<file path="config.mk">
export PLATFORM = sky130hd
export DESIGN_NAME = pvic_top
export DESIGN_NICKNAME = d
export VERILOG_FILES = /design/src/rtl/pvic_pkg.sv /design/src/rtl/pvic_src_bank.sv /design/src/rtl/pvic_arbiter.sv /design/src/rtl/pvic_out_stage.sv /design/src/rtl/pvic_top.sv
export SDC_FILE = /design/constraint.sdc
export NUM_CORES = 2
export LEC_CHECK = 0
export BUFFER_PORTS_ARGS = -buffer_cell sky130_fd_sc_hd__buf_2
export CAP_MARGIN = 20
export CORE_ASPECT_RATIO = 1.5
export CORE_UTILIZATION = 50
export DETAILED_ROUTE_END_ITERATION = 10
export GPL_ROUTABILITY_DRIVEN = 0
export PLACE_DENSITY = 0.67
export SYNTH_ARGS = -nofsm -noshare
export SYNTH_HDL_FRONTEND = slang
export SYNTH_SLANG_ARGS = --single-unit
</file>
<file path="constraint.sdc">
create_clock -name clk -period 296.9 [get_ports clk]
set_clock_uncertainty 0.05 [all_clocks]
set_input_delay 74.225 -clock clk [delete_from_list [all_inputs] [get_ports clk]]
set_output_delay 74.225 -clock clk [all_outputs]
set_load 0.03 [all_outputs]
</file>
<file path="src/rtl/pvic_pkg.sv">
package pvic_pkg;
  localparam int TRAP_CNT = 8;
  localparam int LVL_W    = 4;
  localparam int PRIO_W   = 3;
  localparam int WORD_W   = PRIO_W + 2;
  localparam int ADDR_W   = 24;
  localparam int TBL_BASE = 4;
  localparam int ALT_OFS  = 256;
  localparam int TOP_LVL  = (1 << LVL_W) - 1;

  // Fixed level of trap n: lower trap numbers rank higher.
  function automatic logic [LVL_W-1:0] trap_level(input int n);
    return LVL_W'(TOP_LVL - n);
  endfunction

  // Entry address for a vector in the primary or alternate table.
  function automatic logic [ADDR_W-1:0] entry_addr(input logic [15:0] vec, input logic alt);
    int unsigned a;
    a = TBL_BASE + 2 * int'(vec);
    if (alt) a = a + ALT_OFS;
    return ADDR_W'(a);
  endfunction

  // Register word layout: {prio, enable, flag}.
  function automatic logic [WORD_W-1:0] pack_word(input logic [PRIO_W-1:0] prio,
                                                  input logic en, input logic flag);
    return {prio, en, flag};
  endfunction
endpackage

</file>
<file path="src/rtl/pvic_src_bank.sv">
module pvic_src_bank
  import pvic_pkg::*;
#(
  parameter int NUM_VEC = 126,
  parameter int VEC_W   = 7
) (
  input  logic                           clk,
  input  logic                           rst_n,
  input  logic [NUM_VEC-1:0]             src_pulse,
  input  logic                           wr_en,
  input  logic [VEC_W-1:0]               idx,
  input  logic [WORD_W-1:0]              wdata,
  output logic [WORD_W-1:0]              rdata,
  output logic [NUM_VEC-1:0][LVL_W-1:0]  pend_lvl
);
  logic [NUM_VEC-1:0][WORD_W-1:0] word;
  logic                           idx_ok;

  assign idx_ok = int'(idx) < NUM_VEC;
  assign rdata  = idx_ok ? word[idx] : '0;

  for (genvar v = 0; v < NUM_VEC; v++) begin : g_src
    logic flag_q;
    logic hit;
    logic clr_req;

    assign hit     = wr_en && (idx == VEC_W'(v));
    assign clr_req = hit && !wdata[0];

    // Hardware set has priority over a software clear in the same cycle.
    always_ff @(posedge clk or negedge rst_n) begin
      if (!rst_n)            flag_q <= 1'b0;
      else if (src_pulse[v]) flag_q <= 1'b1;
      else if (clr_req)      flag_q <= 1'b0;
    end

    if (v < TRAP_CNT) begin : g_trap
      assign pend_lvl[v] = flag_q ? trap_level(v) : '0;
      assign word[v]     = pack_word('0, 1'b1, flag_q);
    end else begin : g_user
      logic              en_q;
      logic [PRIO_W-1:0] prio_q;
      always_ff @(posedge clk or negedge rst_n) begin
        if (!rst_n) begin
          en_q   <= 1'b0;
          prio_q <= '0;
        end else if (hit) begin
          en_q   <= wdata[1];
          prio_q <= wdata[WORD_W-1:2];
        end
      end
      assign pend_lvl[v] = (flag_q && en_q) ? LVL_W'(prio_q) : '0;
      assign word[v]     = pack_word(prio_q, en_q, flag_q);
    end

    AST_PULSE_SETS: assert property (@(posedge clk) disable iff (!rst_n)
      src_pulse[v] |=> flag_q) else $error("pulse lost");
    AST_CLEAR_WORKS: assert property (@(posedge clk) disable iff (!rst_n)
      (clr_req && !src_pulse[v]) |=> !flag_q) else $error("clear lost");
  end
endmodule

</file>
<file path="src/rtl/pvic_arbiter.sv">
module pvic_arbiter
  import pvic_pkg::*;
#(
  parameter int NUM_VEC = 126,
  parameter int VEC_W   = 7
) (
  input  logic [NUM_VEC-1:0][LVL_W-1:0] pend_lvl,
  output logic                          win_valid,
  output logic [VEC_W-1:0]              win_vec,
  output logic [LVL_W-1:0]              win_lvl
);
  // Scan from the highest vector down; ">=" lets a lower number take a tie.
  always_comb begin
    win_valid = 1'b0;
    win_vec   = '0;
    win_lvl   = '0;
    for (int v = NUM_VEC - 1; v >= 0; v--) begin
      if (pend_lvl[v] != '0 && pend_lvl[v] >= win_lvl) begin
        win_valid = 1'b1;
        win_vec   = VEC_W'(v);
        win_lvl   = pend_lvl[v];
      end
    end
  end
endmodule

</file>
<file path="src/rtl/pvic_out_stage.sv">
module pvic_out_stage
  import pvic_pkg::*;
#(
  parameter int VEC_W = 7
) (
  input  logic              clk,
  input  logic              rst_n,
  input  logic              win_valid,
  input  logic [VEC_W-1:0]  win_vec,
  input  logic [LVL_W-1:0]  win_lvl,
  input  logic [LVL_W-1:0]  cpu_lvl,
  input  logic              alt_sel,
  output logic              irq_req,
  output logic [VEC_W-1:0]  vec_num,
  output logic [LVL_W-1:0]  new_lvl,
  output logic [ADDR_W-1:0] vec_addr
);
  logic is_trap_lvl;
  logic grant;

  assign is_trap_lvl = win_lvl[LVL_W-1];
  assign grant       = win_valid && (is_trap_lvl || (win_lvl > cpu_lvl));

  always_ff @(posedge clk or negedge rst_n) begin
    if (!rst_n) begin
      irq_req  <= 1'b0;
      vec_num  <= '0;
      new_lvl  <= '0;
      vec_addr <= '0;
    end else if (grant) begin
      irq_req  <= 1'b1;
      vec_num  <= win_vec;
      new_lvl  <= win_lvl;
      vec_addr <= entry_addr(16'(win_vec), alt_sel);
    end else begin
      irq_req  <= 1'b0;
      vec_num  <= '0;
      new_lvl  <= '0;
      vec_addr <= '0;
    end
  end

  AST_USER_ABOVE_CPU: assert property (@(posedge clk) disable iff (!rst_n)
    (irq_req && !new_lvl[LVL_W-1]) |-> (new_lvl > $past(cpu_lvl))) else $error("user below cpu");
  AST_LVL_NONZERO: assert property (@(posedge clk) disable iff (!rst_n)
    irq_req |-> (new_lvl != '0)) else $error("zero level granted");
  AST_TRAP_HIGH: assert property (@(posedge clk) disable iff (!rst_n)
    (irq_req && int'(vec_num) < TRAP_CNT) |-> new_lvl[LVL_W-1]) else $error("trap level low");
  AST_IDLE_ZERO: assert property (@(posedge clk) disable iff (!rst_n)
    !irq_req |-> (vec_num == '0 && new_lvl == '0 && vec_addr == '0)) else $error("idle not zero");
endmodule

</file>
<file path="src/rtl/pvic_top.sv">
module pvic_top
  import pvic_pkg::*;
#(
  parameter int NUM_USER = 118,
  parameter int VEC_W    = 7
) (
  input  logic                clk,
  input  logic                rst_n,
  input  logic [7:0]          trap_pulse,
  input  logic [NUM_USER-1:0] irq_pulse,
  input  logic                reg_wr,
  input  logic [VEC_W-1:0]    reg_idx,
  input  logic [4:0]          reg_wdata,
  output logic [4:0]          reg_rdata,
  input  logic [3:0]          cpu_lvl,
  input  logic                alt_sel,
  input  logic                nest_dis,
  output logic                irq_req,
  output logic [VEC_W-1:0]    vec_num,
  output logic [3:0]          new_lvl,
  output logic [23:0]         vec_addr,
  output logic [3:0]          lvl_wr_mask
);
  localparam int NUM_VEC = TRAP_CNT + NUM_USER;

  logic [NUM_VEC-1:0]            src_pulse;
  logic [NUM_VEC-1:0][LVL_W-1:0] pend_lvl;
  logic                          win_valid;
  logic [VEC_W-1:0]              win_vec;
  logic [LVL_W-1:0]              win_lvl;

  assign src_pulse = {irq_pulse, trap_pulse};

  // Top level bit is never software-writable; low bits lock when nesting is off.
  assign lvl_wr_mask = {1'b0, {(LVL_W-1){~nest_dis}}};

  pvic_src_bank #(.NUM_VEC(NUM_VEC), .VEC_W(VEC_W)) i_bank (
    .clk(clk), .rst_n(rst_n), .src_pulse(src_pulse), .wr_en(reg_wr),
    .idx(reg_idx), .wdata(reg_wdata), .rdata(reg_rdata), .pend_lvl(pend_lvl)
  );

  pvic_arbiter #(.NUM_VEC(NUM_VEC), .VEC_W(VEC_W)) i_arb (
    .pend_lvl(pend_lvl), .win_valid(win_valid), .win_vec(win_vec), .win_lvl(win_lvl)
  );

  pvic_out_stage #(.VEC_W(VEC_W)) i_out (
    .clk(clk), .rst_n(rst_n), .win_valid(win_valid), .win_vec(win_vec),
    .win_lvl(win_lvl), .cpu_lvl(cpu_lvl), .alt_sel(alt_sel), .irq_req(irq_req),
    .vec_num(vec_num), .new_lvl(new_lvl), .vec_addr(vec_addr)
  );

  AST_TOP_BIT_LOCKED: assert property (@(posedge clk) disable iff (!rst_n)
    !lvl_wr_mask[3] && (lvl_wr_mask[2:0] == (nest_dis ? 3'b000 : 3'b111))) else $error("mask");
  AST_ADDR_TABLE: assert property (@(posedge clk) disable iff (!rst_n)
    irq_req |-> (vec_addr[0] == 1'b0 && vec_addr >= 24'h4 && vec_addr < 24'h200)) else $error("addr range");
endmodule

</file>
After elaboration in Yosys (flattened, before gate mapping)

Index checks and enable logic that the tools add are counted.

Add/subtract/negate cells: 2
Order comparisons: 129
Equal/unequal tests: 125
Muxes and demuxes: 764
Bitwise logic cells: 1
Reductions and logical operators: 752

Operators with widths:

| cell                                                                   | number |
|---|---|
| 7-bit 2-to-1 mux                                                       | 127 |
| 3-bit 2-to-1 mux                                                       | 236 |
| 4-bit nonzero test                                                     | 126 |
| 1-bit logical AND                                                      | 497 |
| 7-bit equality test (second input constant)                            | 62 |
| 1-bit 2-to-1 mux                                                       | 379 |
| 3-bit >= comparator                                                    | 117 |
| 2-bit nonzero test                                                     | 126 |
| 7-bit by 6-bit equality test with 1-bit output (second input constant) | 32 |
| 7-bit by 5-bit equality test with 1-bit output (second input constant) | 16 |
| 4-bit 2-to-1 mux                                                       | 17 |
| 7-bit by 4-bit equality test with 1-bit output (second input constant) | 8 |
| 24-bit 2-to-1 mux                                                      | 2 |
| 5-bit binary-select mux with 7-bit select                              | 1 |
| 7-bit by 3-bit equality test with 1-bit output (second input constant) | 4 |
| 4-bit >= comparator                                                    | 7 |
| 24-bit by 9-bit adder with 24-bit output (second input constant)       | 1 |
| 7-bit by 2-bit equality test with 1-bit output (second input constant) | 2 |
| 5-bit 2-to-1 mux                                                       | 2 |
| 3-bit by 8-bit adder with 9-bit output (first input constant)          | 1 |
| 7-bit by 8-bit < comparator with 1-bit output (second input constant)  | 1 |
| 7-bit by 1-bit equality test with 1-bit output (second input constant) | 1 |
| 7-bit zero test                                                        | 1 |
| 7-bit < comparator (second input constant)                             | 1 |
| other kinds (6)                                                        | 6 |

Register bits: 634
Output and inout port bits: 45
Logic and storage cells: 2139

Longest topological paths before layout

Word-level depth: 384
Depth in mapped cells: 980

Cells and area by module

From an unflattened synthesis, not the netlist that was laid out.

Cell total of the unflattened synthesis: 7124
Area total of the unflattened synthesis: 63120.5 um2

By module, submodules not included:

| module         | instances | cells each | area each (um2) | sequential area each (um2) |
|---|---|---|---|---|
| pvic_src_bank  | 1         | 2541       | 31667.9         | 14964.4 |
| pvic_arbiter   | 1         | 4480       | 30361.6         | 0.0 |
| pvic_out_stage | 1         | 98         | 1061.0          | 500.5 |
| pvic_top       | 1         | 5          | 30.0            | 0.0 |

Least setup slack after synthesis

OpenSTA, ideal clock, no wires.

Path kind: register -> register
Start point: reg i_bank.g_src[124].flag_q
End point: reg i_out.vec_addr[7]
Setup time: 0.089 ns
Arrival: 157.722 ns
Data required time: 296.761 ns
Setup slack: 139.038 ns
Stages on the path, launching flop included: 930
Buffers on the path: 3
Clock period less this slack: 157.862 ns
Path through: dfrtp_1 > and3_1 > buf_6 > ha_1 > a21oi_1 > o21ai_1 > buf_2 > and3_1 > a22oi_1 > inv_1 > ha_1 > nand2b_1 > a32oi_1 > a22o_1 > mux2i_1 > ha_1 > nor2b_1 > nand2_1 > [894 not listed] > nor2_1 > and2_1 > ha_1 > a21o_1 > a21oi_1 > nor2_1 > nor2_1 > nor2_1 > nor2_1 > nand2_1 > ha_1 > nor2b_1 > o21ai_0 > nand2b_1 > a21oi_1 > o21ai_0 > nand3_1 > nor3b_1

Longest elaborated chain between the ends: 381
Elaborated cells on any way between the ends: 635
Classes of those cells: add/sub (2); order compare (126); mux (378); reduce/logical (129)

RTL lines:

| element                                                                      | line                                 | RTL |
|---|---|---|
| start: declaration                                                           | pvic_src_bank.sv:23                  | `logic flag_q;` |
| start signal: assignment                                                     | pvic_src_bank.sv:32                  | `if (!rst_n) flag_q <= 1'b0;` |
| start signal: assignment                                                     | pvic_src_bank.sv:33                  | `else if (src_pulse[v]) flag_q <= 1'b1;` |
| start signal: assignment                                                     | pvic_src_bank.sv:34                  | `else if (clr_req) flag_q <= 1'b0;` |
| 1-bit logical AND *                                                          | pvic_src_bank.sv:52                  | `assign pend_lvl[v] = (flag_q && en_q) ? LVL_W'(prio_q) : '0;` |
| 3-bit 2-to-1 mux *                                                           | pvic_src_bank.sv:52                  |  |
| 3-bit >= comparator or 4-bit nonzero test (tied branches)                    | pvic_arbiter.sv:18                   | `if (pend_lvl[v] != '0 && pend_lvl[v] >= win_lvl) begin` |
| 1-bit logical AND                                                            | pvic_arbiter.sv:18                   |  |
| 3-bit 2-to-1 mux                                                             | pvic_arbiter.sv:18                   |  |
| 3-bit >= comparator                                                          | pvic_arbiter.sv:18                   |  |
| 1-bit logical AND                                                            | pvic_arbiter.sv:18                   |  |
| 3-bit 2-to-1 mux                                                             | pvic_arbiter.sv:18                   |  |
| [365 not listed]                                                             | --                                   |  |
| 4-bit 2-to-1 mux                                                             | pvic_arbiter.sv:18                   |  |
| 4-bit >= comparator                                                          | pvic_arbiter.sv:18                   |  |
| 1-bit logical AND                                                            | pvic_arbiter.sv:18                   |  |
| 7-bit 2-to-1 mux or 4-bit 2-to-1 mux (tied branches)                         | pvic_arbiter.sv:18                   |  |
| 3-bit by 8-bit adder with 9-bit output or 4-bit > comparator (tied branches) | pvic_pkg.sv:19, pvic_out_stage.sv:22 |  |
| 24-bit by 9-bit adder with 24-bit output or 1-bit logical OR (tied branches) | pvic_pkg.sv:20, pvic_out_stage.sv:22 |  |
| 24-bit 2-to-1 mux or 1-bit logical AND (tied branches)                       | pvic_pkg.sv:20, pvic_out_stage.sv:22 |  |
| 24-bit 2-to-1 mux *                                                          | pvic_out_stage.sv:30                 | `end else if (grant) begin` |
| end signal: assignment                                                       | pvic_out_stage.sv:34                 | `vec_addr <= entry_addr(16'(win_vec), alt_sel);` |
| end: declaration                                                             | pvic_out_stage.sv:16                 | `output logic [ADDR_W-1:0] vec_addr` |

Every way passes the cells marked *; elsewhere a longest branch is shown, timed or not.
A chain may end at the register's enable or synchronous reset.

==> impl_metrics.env <==
export IMPL_p_sw_w=0.000124
export IMPL_ys_types=129
export IMPL_die_y_um=389
export IMPL_clock_latency_ns=0.68
export IMPL_finalHoldViolations=0
export IMPL_r2r_start="i_bank.g_src[124].flag_q"
export IMPL_synth_seq_area_share=0.309
export IMPL_outcome="finished clean"
export IMPL_cts_sinks=618
export IMPL_period_needed_ns=185.52
export IMPL_dieArea_mm2=0.101
export IMPL_crit_top_cell="ha_1"
export IMPL_start_util=0.506
export IMPL_endpoint_kind="register"
export IMPL_crit_start="i_bank.g_src[124].flag_q"
export IMPL_drc=0
export IMPL_slew_viol_final=0
export IMPL_min_path_type="register to register"
export IMPL_coreArea_mm2=0.0988
export IMPL_cts_buffers=68
export IMPL_antenna_found_initial=17
export IMPL_fmax_ghz=0.00539
export IMPL_h_tree_depth=3
export IMPL_final_nets=5908
export IMPL_tightestPinTransition_ns=1.16
export IMPL_async_reset_ff_frac=1.00
export IMPL_regArea_mm2=0.0155
export IMPL_overflow=0
export IMPL_synth_main_ff_cell="dfrtp_1"
export IMPL_switching_share=0.391
export IMPL_finalSetupTns_ns=0
export IMPL_p_seq_frac=0.306
export IMPL_syn_avg_cell_area_um2=9.05
export IMPL_pwr_share_comb=0.400
export IMPL_ir_worst_vdd_mv=0.00538
export IMPL_path_buf_inv=28
export IMPL_grt_max_degree=156
export IMPL_slew_headroom=0.225
export IMPL_cts_tree="built"
export IMPL_cts_resized=0
export IMPL_synth_edf_count=0
export IMPL_grt_pass1_wl_um=272000
export IMPL_power_density_mw_per_mm2=5.83
export IMPL_p_leak_nw=23.5
export IMPL_clock_root_buffer="clkbuf_16"
export IMPL_cp_top_family="compound AO/OA/AOI/OAI gates"
export IMPL_intPower_w=0.000193
export IMPL_postCtsHoldBufs=0
export IMPL_cp_slowest_stage_delay_ns=0.78
export IMPL_rows=141
export IMPL_drv_cap=0
export IMPL_cp_start_kind="register"
export IMPL_die_w_um=260
export IMPL_fillers=8998
export IMPL_vias_per_cell=6.77
export IMPL_cp_max_fo=13
export IMPL_path_class="register to register"
export IMPL_drtPass1Iterations=6
export IMPL_critPathRequiredTime_ns=297.41
export IMPL_pwr_share_clk=0.293
export IMPL_cp_slowest_cell="o41ai_2"
export IMPL_portBuffers=175
export IMPL_multi_input_area_mm2=0.0333
export IMPL_postCtsSetupRepairBufs=0
export IMPL_num_vias=47100
export IMPL_synth_yosys_warnings=0
export IMPL_yosys_register_bits=618
export IMPL_setup_viol=0
export IMPL_post_route_period_util=0.625
export IMPL_synthesis_area_mm2=0.0500
export IMPL_ioPinCount=192
export IMPL_cts_root_to_sink_buffers=3
export IMPL_drtAntennaViolNets=0
export IMPL_synthCells=5521
export IMPL_grtUsageTotal=0.350
export IMPL_drt_initial_drc_count=4736
export IMPL_grt_pass1_vias=45700
export IMPL_hp_start="i_bank.g_src[78].g_user.prio_q[0]"
export IMPL_hpwl_um=133000
export IMPL_syn_to_final_growth_pct=8.92
export IMPL_wl_per_cell_um=25.7
export IMPL_drive_above_1_share=0.198
export IMPL_arrival_ns=186.04
export IMPL_power_w=0.000317
export IMPL_wl_um=178000
export IMPL_cts_clk_slew_worst_paths_ns=0.06
export IMPL_rsz0062_at_grt="no"
-- cell type report --
class	instances	share of cell area
Clock inverter	31	0.00823
Clock buffer	93	0.0362
Tap cell	1287	0.0296
Timing Repair Buffer	213	0.0225
Multi-Input combinational cell	4586	0.611
Inverter	119	0.00820
Antenna cell	9	0.000414
Sequential cell	618	0.284
-- sequential cells by signal (all words and copies together) (netlist names) --
| register | flops |
|---|---|
| i_out.vec_num | 7 |
| i_out.new_lvl | 4 |
| i_out.irq_req | 1 |
| i_bank.g_src.flag_q | 126 |
| i_bank.g_src.g_user.prio_q | 354 |
| i_out.vec_addr | 8 |
| i_bank.g_src.g_user.en_q | 118 |
-- logic make-up (layout without fill, tap and decap cells) --
family / count (synthesis) / after routing / synth area share
AND/OR/NAND/NOR: 2237 / 2237 / 0.221
AO/OA/AOI/OAI: 1473 / 1473 / 0.204
multiplexers: 688 / 688 / 0.196
flip-flops: 618 / 618 / 0.309
buffers and inverters: 332 / 456 / 0.0272
adder cells (fa/ha/maj): 169 / 169 / 0.0416
XOR/XNOR: 3 / 3 / 0.000526
other: 1 / 25 / 0.0000750
-- cell usage after synthesis (all sizes together) (155+ instances only) --
| library cell | instances | share of area |
|---|---|---|
| a21oi | 272 | 0.028 |
| and3 | 166 | 0.021 |
| clkbuf | 157 | 0.012 |
| dfrtp | 618 | 0.31 |
| ha | 155 | 0.039 |
| mux2 | 475 | 0.11 |
| mux4 | 184 | 0.083 |
| nand2 | 518 | 0.039 |
| nand2b | 209 | 0.026 |
| nand3 | 377 | 0.038 |
| nor2 | 491 | 0.037 |
| o21ai | 354 | 0.037 |
-- power groups by stage --
stage / clock network (W) / logic [W] / registers (W)
2_1_floorplan: 0 / 0.0000897 / 0.0000954
3_3_place_gp: 0 / 0.000122 / 0.0000982
3_5_place_dp: 0 / 0.000124 / 0.0000983
4_1_cts: 0.0000942 / 0.000124 / 0.0000968
5_1_grt: 0.0000976 / 0.000139 / 0.0000978
6_report: 0.0000931 / 0.000127 / 0.0000972
-- cell usage in the layout (no fill, tap or decap), types with 21 or more instances in the layout --
cell       instances
nand2b_1         209
o21a_1            46
and2_1            75
o21bai_1          24
or2_2             35
nor2_1           489
mux2i_1           29
mux4_2           184
dfrtp_1          618
o22ai_1           43
ha_1             155
o31ai_1          105
a211oi_1          55
a31oi_1           72
nand2_1          518
o21ai_0          328
a21oi_1          265
a21boi_0          28
o2111ai_1         23
a21o_1            89
o211a_1           23
inv_1            117
o211ai_1          50
nand3_1          375
nor3_1           100
or3_1             32
and3_1           166
buf_4             42
mux2_2           475
nor2b_1           85
buf_2            166
clkbuf_16         71
nor4_1            21
nand4_1           41
-- layer usage --
layer | GRT usage | share of wire
met5 | 0 | 0.00039
met4 | 0.241 | 0.075
met3 | 0.0634 | 0.079
met2 | 0.586 | 0.48
met1 | 0.402 | 0.36
-- path summary, 6_finish.rpt --
check | to | slack [ns] | cells after the start
setup / recovery | i_out.vec_addr[7] | 111.38 | 879
hold reg to reg | i_bank.g_src[78].g_user.prio_q[0] | 0.48 | 1
setup reg to reg | i_out.vec_addr[7] | 111.38 | 928
hold / removal | i_bank.g_src[78].g_user.prio_q[0] | 0.48 | 1
min in group asynchronous | i_bank.g_src[101].g_user.en_q | 73.58 | 1
max in group asynchronous | i_bank.g_src[70].g_user.en_q | 220.34 | 4
-- through the flow --
stage	cells	area, µm²	setup slack [ns]	utilization	hold slack (ns)
floorplan	5536	50000	139.04	-	0.431
global placement	6823	52000	118.17	0.526	0.449
detailed placement	6823	52000	114.88	0.526	0.466
CTS	6947	54400	113.83	0.551	0.480
global route	6951	54400	95.70	0.551	0.496
finish	6956	54400	111.38	0.551	0.477
(Power assumes the default switching activity.)
